<file path="src/rtl/pwm_timer_pkg.sv">
package pwm_timer_pkg;
  typedef enum logic [1:0] {
    ADDR_CTRL  = 2'd0,
    ADDR_LOAD  = 2'd1,
    ADDR_MATCH = 2'd2,
    ADDR_NONE  = 2'd3
  } reg_addr_e;

  localparam int unsigned BIT_RUN  = 0;
  localparam int unsigned BIT_ARLD = 1;
  localparam int unsigned BIT_CMPE = 2;
  localparam int unsigned BIT_POL  = 3;
  localparam int unsigned BIT_TRIG = 4;

  typedef struct packed {
    logic trig_both;
    logic pol;
    logic cmp_en;
    logic auto_rld;
    logic run;
  } ctrl_t;
endpackage

</file>
<file path="src/rtl/pwm_regs.sv">
module pwm_regs
  import pwm_timer_pkg::*;
#(
  parameter int unsigned CNT_W  = 32,
  parameter int unsigned ADDR_W = 2
) (
  input  logic              clk_i,
  input  logic              rst_ni,
  input  logic              wr_en_i,
  input  logic [ADDR_W-1:0] wr_addr_i,
  input  logic [CNT_W-1:0]  wr_data_i,
  input  logic              ovf_i,
  output ctrl_t             ctrl_o,
  output logic [CNT_W-1:0]  load_o,
  output logic [CNT_W-1:0]  match_o,
  output logic              start_o,
  output logic              halt_o
);
  ctrl_t            ctrl_q;
  logic [CNT_W-1:0] load_q, match_q;
  logic             wr_ctrl, run_d, end_run;

  assign wr_ctrl = wr_en_i && (wr_addr_i == ADDR_W'(ADDR_CTRL));
  assign end_run = ovf_i && !ctrl_q.auto_rld;

  always_comb begin
    run_d = ctrl_q.run;
    if (wr_ctrl) run_d = ctrl_q.run ? (wr_data_i[BIT_RUN] && !end_run) : wr_data_i[BIT_RUN];
    else if (ctrl_q.run && end_run) run_d = 1'b0;
  end

  assign start_o = wr_ctrl && wr_data_i[BIT_RUN] && !ctrl_q.run;
  assign halt_o  = ctrl_q.run && !run_d;

  always_ff @(posedge clk_i or negedge rst_ni) begin
    if (!rst_ni) begin
      ctrl_q  <= '0;
      load_q  <= '0;
      match_q <= '0;
    end else begin
      ctrl_q.run <= run_d;
      if (wr_ctrl) begin
        ctrl_q.auto_rld  <= wr_data_i[BIT_ARLD];
        ctrl_q.cmp_en    <= wr_data_i[BIT_CMPE];
        ctrl_q.pol       <= wr_data_i[BIT_POL];
        ctrl_q.trig_both <= wr_data_i[BIT_TRIG];
      end
      if (wr_en_i && wr_addr_i == ADDR_W'(ADDR_LOAD))  load_q  <= wr_data_i;
      if (wr_en_i && wr_addr_i == ADDR_W'(ADDR_MATCH)) match_q <= wr_data_i;
    end
  end

  assign ctrl_o  = ctrl_q;
  assign load_o  = load_q;
  assign match_o = match_q;

  // overflow without auto-reload ends the run
  a_r8_graceful_halt: assert property (@(posedge clk_i) disable iff (!rst_ni)
    ctrl_q.run && ovf_i && !ctrl_q.auto_rld && !wr_en_i |=> !ctrl_q.run);
  // writing start low stops at once
  a_r9_abort: assert property (@(posedge clk_i) disable iff (!rst_ni)
    wr_ctrl && !wr_data_i[BIT_RUN] |=> !ctrl_q.run);
endmodule

</file>
<file path="src/rtl/pwm_counter.sv">
module pwm_counter #(
  parameter int unsigned CNT_W = 32
) (
  input  logic             clk_i,
  input  logic             rst_ni,
  input  logic             start_i,
  input  logic             run_i,
  input  logic             auto_rld_i,
  input  logic [CNT_W-1:0] load_i,
  input  logic [CNT_W-1:0] match_i,
  output logic             ovf_o,
  output logic             cmp_o
);
  localparam logic [CNT_W-1:0] CNT_MAX = '1;
  localparam logic [CNT_W-1:0] ONE     = CNT_W'(1);

  logic [CNT_W-1:0] cnt_q, match_act_q;

  assign ovf_o = run_i && (cnt_q == CNT_MAX);
  assign cmp_o = run_i && (cnt_q == match_act_q);

  always_ff @(posedge clk_i or negedge rst_ni) begin
    if (!rst_ni) begin
      cnt_q       <= '0;
      match_act_q <= '0;
    end else if (start_i) begin
      cnt_q       <= load_i + ONE;
      match_act_q <= match_i;
    end else if (run_i) begin
      if (ovf_o) begin
        // shadowed values enter only here
        if (auto_rld_i) begin
          cnt_q       <= load_i + ONE;
          match_act_q <= match_i;
        end
      end else begin
        cnt_q <= cnt_q + ONE;
      end
    end
  end

  // counter steps by one inside a period
  a_r3_count_step: assert property (@(posedge clk_i) disable iff (!rst_ni)
    run_i && !ovf_o && !start_i |=> cnt_q == $past(cnt_q) + ONE);
  // active match only changes at start or reload
  a_r10_match_hold: assert property (@(posedge clk_i) disable iff (!rst_ni)
    run_i && !ovf_o && !start_i |=> $stable(match_act_q));
endmodule

</file>
<file path="src/rtl/pwm_wave.sv">
module pwm_wave (
  input  logic clk_i,
  input  logic rst_ni,
  input  logic start_i,
  input  logic halt_i,
  input  logic run_i,
  input  logic ovf_i,
  input  logic cmp_i,
  input  logic cmp_en_i,
  input  logic trig_both_i,
  input  logic pol_i,
  output logic pwm_o
);
  logic lvl_q;

  always_ff @(posedge clk_i or negedge rst_ni) begin
    if (!rst_ni)                                 lvl_q <= 1'b0;
    else if (start_i || halt_i)                  lvl_q <= 1'b0;
    else if (run_i && ovf_i)                     lvl_q <= trig_both_i ? 1'b0 : !lvl_q;
    else if (run_i && cmp_i && cmp_en_i && trig_both_i) lvl_q <= !lvl_q;
  end

  assign pwm_o = lvl_q ^ pol_i;

  // each reload in dual-trigger mode opens at idle
  a_r4_period_idle: assert property (@(posedge clk_i) disable iff (!rst_ni)
    run_i && ovf_i && trig_both_i && !halt_i |=> !lvl_q);
  // without compare enable the level only moves on overflow
  a_r5_no_cmp: assert property (@(posedge clk_i) disable iff (!rst_ni)
    run_i && !ovf_i && !cmp_en_i && !start_i && !halt_i |=> $stable(lvl_q));
endmodule

</file>
<file path="src/rtl/pwm_timer.sv">
module pwm_timer
  import pwm_timer_pkg::*;
#(
  parameter int unsigned CNT_W  = 32,
  parameter int unsigned ADDR_W = 2
) (
  input  logic              clk_i,
  input  logic              rst_ni,
  input  logic              wr_en_i,
  input  logic [ADDR_W-1:0] wr_addr_i,
  input  logic [CNT_W-1:0]  wr_data_i,
  output logic              pwm_o,
  output logic              run_o
);
  ctrl_t            ctrl;
  logic [CNT_W-1:0] load, match;
  logic             start, halt, ovf, cmp;

  pwm_regs #(.CNT_W(CNT_W), .ADDR_W(ADDR_W)) u_regs (
    .clk_i, .rst_ni, .wr_en_i, .wr_addr_i, .wr_data_i,
    .ovf_i(ovf), .ctrl_o(ctrl), .load_o(load), .match_o(match),
    .start_o(start), .halt_o(halt)
  );

  pwm_counter #(.CNT_W(CNT_W)) u_cnt (
    .clk_i, .rst_ni, .start_i(start), .run_i(ctrl.run),
    .auto_rld_i(ctrl.auto_rld), .load_i(load), .match_i(match),
    .ovf_o(ovf), .cmp_o(cmp)
  );

  pwm_wave u_wave (
    .clk_i, .rst_ni, .start_i(start), .halt_i(halt), .run_i(ctrl.run),
    .ovf_i(ovf), .cmp_i(cmp), .cmp_en_i(ctrl.cmp_en),
    .trig_both_i(ctrl.trig_both), .pol_i(ctrl.pol), .pwm_o(pwm_o)
  );

  assign run_o = ctrl.run;

  // stopped pin rests at polarity idle
  a_r7_idle_pin: assert property (@(posedge clk_i) disable iff (!rst_ni)
    !run_o |-> pwm_o == ctrl.pol);
endmodule

</file>
<file path="config.mk">
export PLATFORM = sky130hd
export DESIGN_NAME = pwm_timer
export DESIGN_NICKNAME = d
export VERILOG_FILES = /design/src/rtl/pwm_timer_pkg.sv /design/src/rtl/pwm_regs.sv /design/src/rtl/pwm_counter.sv /design/src/rtl/pwm_wave.sv /design/src/rtl/pwm_timer.sv
export SDC_FILE = /design/constraint.sdc
export NUM_CORES = 1
export LEC_CHECK = 0
export BUFFER_PORTS_ARGS = -buffer_cell sky130_fd_sc_hd__buf_2
export CAP_MARGIN = 10
export CORE_MARGIN = 2
export CORE_UTILIZATION = 55
export CTS_CLUSTER_DIAMETER = 30
export DETAILED_ROUTE_END_ITERATION = 12
export PLACE_DENSITY = 0.76
export SLEW_MARGIN = 20
export SYNTH_ARGS = -nofsm -noshare
export SYNTH_HDL_FRONTEND = slang
export SYNTH_SLANG_ARGS = --single-unit
</file>
<file path="constraint.sdc">
create_clock -name clk_i -period 2.6 [get_ports clk_i]
set_input_delay 0.52 -clock clk_i [delete_from_list [all_inputs] [get_ports clk_i]]
set_output_delay 0.52 -clock clk_i [all_outputs]
set_load 0.01 [all_outputs]
</file>
Yosys cells after proc, flatten, opt, wreduce, memory -nomap -nowiden:

Index checks and enable logic that the tools add are counted.

* input port bits: 37
* word-level logic and storage cells: 61
* output and inout bits: 2
* register bits: 134

* bitwise logic cells: 1
* muxes and demuxes: 15
* equal/unequal tests: 5
* add/subtract/negate cells: 2
* reduce and logical (&&, ||, !) cells: 28

Operators by type and width (number)
* $mux 32: 8
* $add 32x1->32 const B: 2
* $eq 32x32->1: 1
* $eq 32x32->1 const B: 1
* $logic_and 1x1->1: 15
* $mux 1: 7
* $reduce_bool 2->1: 3
* $logic_not 1->1: 5
* $ne 3x2->1 const B: 1
* $reduce_and 3->1: 1
* $reduce_bool 3->1: 1
* $eq 2x1->1 const B: 1
* $eq 2x2->1 const B: 1
* $logic_not 2->1: 1
* $reduce_and 2->1: 1
* $logic_or 1x1->1: 1
* $xor 1x1->1: 1

Logic depth before layout (Yosys ltp):

* depth after elaboration: 11
* mapped depth: 10
* depth with buffers taken out: 7

By module:

Synthesis repeated with hierarchy kept, for this count alone.

* cells, all modules: 624
* area, all modules: 7260.7 µm²

By module, submodules not included
* pwm_counter: times used 1, area each 4261.6 µm², cells an instance 462
* pwm_regs: times used 1, area each 2916.5 µm², cells an instance 152
* pwm_wave: times used 1, area each 82.6 µm², cells an instance 10

Worst setup path after synthesis:

OpenSTA, ideal clock, no wires.

* path kind: register -> register
* start point: reg u_cnt.cnt_q[0]
* end point: reg u_cnt.match_act_q[10]
* path buffers: 1
* clock period less this slack: 2159 ps
* cell stages (with the launch flop): 8
* slack: 441 ps
* data required time: 2475 ps
* data arrival time: 2034 ps
* cells stage by stage: dfrtp_1 > ha_1 > nand3_1 > nor2_1 > nand4_1 > o21ai_2 > buf_6 > mux2_2

* word-level cells in the longest chain between the ends: 4

RTL lines
* start: declaration: RTL line pwm_counter.sv:17 `logic [CNT_W-1:0] cnt_q, match_act_q;`
* start signal: assignment: RTL line pwm_counter.sv:27 `cnt_q <= load_i + ONE;`
* start signal: assignment: RTL line pwm_counter.sv:33 `cnt_q <= load_i + ONE;`
* start signal: assignment: RTL line pwm_counter.sv:37 `cnt_q <= cnt_q + ONE;`
* $eq 32x32->1: RTL line pwm_counter.sv:19 `assign ovf_o = run_i && (cnt_q == CNT_MAX);`
* $logic_and 1x1->1: RTL line pwm_counter.sv:19
* $reduce_bool 2->1 (no line)
* $reduce_and 3->1 (no line)
* end signal: assignment: RTL line pwm_counter.sv:28 `match_act_q <= match_i;`
* end signal: assignment: RTL line pwm_counter.sv:34 `match_act_q <= match_i;`
* end: declaration: RTL line pwm_counter.sv:17

Every way passes these cells.
A chain may end at the register's enable or synchronous reset.

Final worst setup path:

* start point: reg u_cnt.cnt_q[1]
* end point: reg u_cnt.cnt_q[27]

* word-level cells in the longest chain between the ends: 5
* elaborated cells on any way between the ends: 8

RTL lines
* branches (longest 5 deep; another with $add 32x1->32)

Several ways; the timed one is not identified. The select of a mux whose other input is x is not followed.

==> impl_metrics.csv <==
group,metric,value,unit
synthesis,synth_seq_cells,134,
min_path,hold_class,"in -> async",
setup_path,worstPathRequired,2.89,ns
sta,post-route-period-util,93.1,%
sta,rsz0062_at_grt,"false",
synthesis,synth_top_area_share,47.0,%
synthesis,ys_warn_count,0,
sta,worst_pin_slew,0.602,ns
floorplan,io_pins,39,
grt,grt_max_degree,65,
grt,grt_pass1_vias,5445,
route,drt-initial-drc-count,536,
power_and_ir_drop,cellLeakagePower,3.40,nW
setup_path,crit_path_end_kind,"register",
finish,area_growth,14.9,%
sta,hold_viol_final,0,
route,routed-via-count,5453,
grt,grt_pass1_wl,29200,um
floorplan,fp.dieH,118,um
flow_run,cap_violations,0,
placed_design,dp.final_hpwl,12100,um
placed_design,gp_congestion,1.02,
setup_path,crit_type,"reg -> reg",
synthesis,syn-cell-area,7130,um^2
finish,antennaDiodeCount,0,
floorplan,rows,41,
synthesis,async_flop_share,100,%
route,antenna_left,0,
sta,clock-skew-final,0.00980,ns
floorplan,coreArea,12600,um^2
route,wl,17700,um
power_and_ir_drop,powerDensity,944,nW/um^2
synthesis,synth_nets,671,
clock_tree,cts.sinks,134,
synthesis,synth_cells,632,
route,drt-pass1-iter-count,6,
synthesis,synth_commonest_cells,"134 x dfrtp_1, 102 x mux2_2, 38 x nand2_1",
finish,layout-drive-gt1-share,30.8,%
sta,period_needed,2.42,ns
setup_path,crit_fanout,22,
floorplan,chipWidth,118,um
setup_path,cp.arrival,2.71,ns
grt,antenna_found_initial,0,
sta,relSlewSlack,59.9,%
synthesis,synth_edf_count,0,
floorplan,die_area,13900,um^2
sta,layout_setup_ws,0.179,ns
synthesis,synth.most_common_cell,"dfrtp_1",
sta,drv_slew,0,
synthesis,yosysSeqAreaShare,47.0,%
finish,layout.nets,715,
synthesis,synthTopCellsByArea,"dfrtp_1 47%, mux2_2 16%, xor2_1 3.9%, xnor2_1 3.7%, nand4_1 2.6%",
synthesis,synth_top_cell_by_area,"dfrtp_1",
outcome,status,"finished clean",
power_and_ir_drop,ir_worst_vdd,0.588,mV
clock_tree,cts_tree,"done",
route,viasPerCell,6.34,
clock_tree,ctsLongestPathBuffers,2,
sta,setup_tns,0,ns
placed_design,io_buffers,38,
floorplan,initial_core_util,56.5,%
clock_tree,cts_max_level,4,
grt,grt_overflow,0,
clock_tree,ctsHoldBuffers,0,
synthesis,synth.distinct_cells,55,
sta,fmax,413,MHz
setup_path,critPathLaunchType,"register",
grt,track_usage,26.7,%
clock_tree,insertion_delay,0.43,ns
route,drcViolationCount,0,
placed_design,dp_slack,0.139,ns
clock_tree,path_clk_slew,0.06,ns
synthesis,post_synth.cell_area_avg,11.3,um^2
clock_tree,numCtsBuffers,17,
route,wl_per_cell,20.6,um
clock_tree,cts-root-buf,"clkbuf_16",
sta,setup_violations,0,
synthesis,synth_ff_type,"dfrtp_1",
sta,fin_hold_ws,0.0908,ns
[flip-flops by register name, summed over array words and instances (netlist names)]
name,count
u_wave.lvl_q,1
u_regs.match_o,32
u_cnt.cnt_q,32
u_regs.load_o,32
u_regs.ctrl_o,5
u_cnt.match_act_q,32
[through the flow]
step                cells  cell area, um^2  utilization (%)  total power [W]
floorplan             632             7130                -          0.00455
global placement      826             7540             59.7          0.00505
detailed placement    826             7540             59.7          0.00515
CTS                   857             8160             64.7          0.00773
global route          860             8200             65.0          0.00810
finish                860             8200             65.0          0.00774
[worst max-delay path, cell delays in order, from the launching register on]
cell and delay [ns]:
dfrtp_1 0.41, ha_1 0.23, nand3_1 0.19, nor3_4 0.31, nand4_4 0.19, and2_1 0.34
buf_12 0.22, o21ai_0 0.27, a2bb2oi_1 0.13
[per-layer routing]
layer  vias up  wire [um]  share of wire, %  GRT usage [%]
met5         -          0                 0              0
met4         0        632               3.6           11.5
met3        67       1120               6.3           6.10
met2       248       8300                47           41.5
met1      2717       7660                43           36.2
li1       2421          -                 -              -
[layout by cell type (no fill, tap or decap), types with 3 or more instances in the layout]
master / instances
nand3_1: 28
nor3_4: 3
buf_12: 5
clkbuf_8: 3
nand2_1: 38
and2_1: 3
a22oi_1: 7
a2bb2oi_1: 13
xor2_1: 32
o22a_1: 7
nor3_1: 8
clkbuf_1: 3
bufinv_16: 4
xnor2_1: 30
nor2_1: 18
a41oi_1: 4
and4_1: 11
or4_1: 3
a21oi_1: 33
buf_2: 37
dfrtp_1: 134
o22ai_1: 6
nand3b_1: 3
inv_1: 9
nand4_1: 30
nor4_1: 7
o21ai_0: 18
mux2_2: 102
buf_4: 20
clkbuf_16: 17
and3_1: 7
a31oi_1: 3
mux2i_1: 5
[power breakdown]
group	switching, W	internal, W	total, W
Clock	0.000880	0.00167	0.00255
Sequential	0.000720	0.00267	0.00339
Combinational	0.000869	0.000923	0.00179
[kinds of logic (layout without fill, tap and decap cells)]
| logic type | after synthesis | after routing | synth area share [%] |
|---|---|---|---|
| compound gates | 102 | 102 | 9.65 |
| xor+xnor | 62 | 62 | 7.61 |
| fa+ha+maj | 2 | 2 | 0.351 |
| buf+inv | 47 | 103 | 3.89 |
| flops | 134 | 134 | 47.0 |
| mux | 107 | 107 | 16.8 |
| simple gates | 178 | 178 | 14.7 |
[path summary, 6_finish.rpt]
kind,slack [ns],depth (start not counted),start,endpoint
max,0.18,8,u_cnt.cnt_q[1],u_cnt.cnt_q[27]
min,0.09,1,rst_ni,u_cnt.cnt_q[8]
max reg2reg,0.18,8,u_cnt.cnt_q[1],u_cnt.cnt_q[27]
min reg2reg,0.50,1,u_regs.match_o[18],u_regs.match_o[18]
max in group asynchronous,1.72,2,rst_ni,u_regs.load_o[15]
min in group clk_i,0.34,2,wr_data_i[14],u_regs.load_o[14]
[cell type report]
class | count | area [um^2]
clock buffer | 23 | 478
timing repair buffer | 63 | 447
clock inverter | 8 | 146
multi-input combinational | 451 | 3520
sequential | 134 | 3350
inverter | 9 | 33.8
tap | 172 | 215
fill | 1012 | 4420
[what timing repair did]
action | in CTS | in global routing
setup endpoints to repair | 0 | 17
resized for setup | 0 | 4
setup buffers | 0 | 3
(Power assumes the default switching activity.)
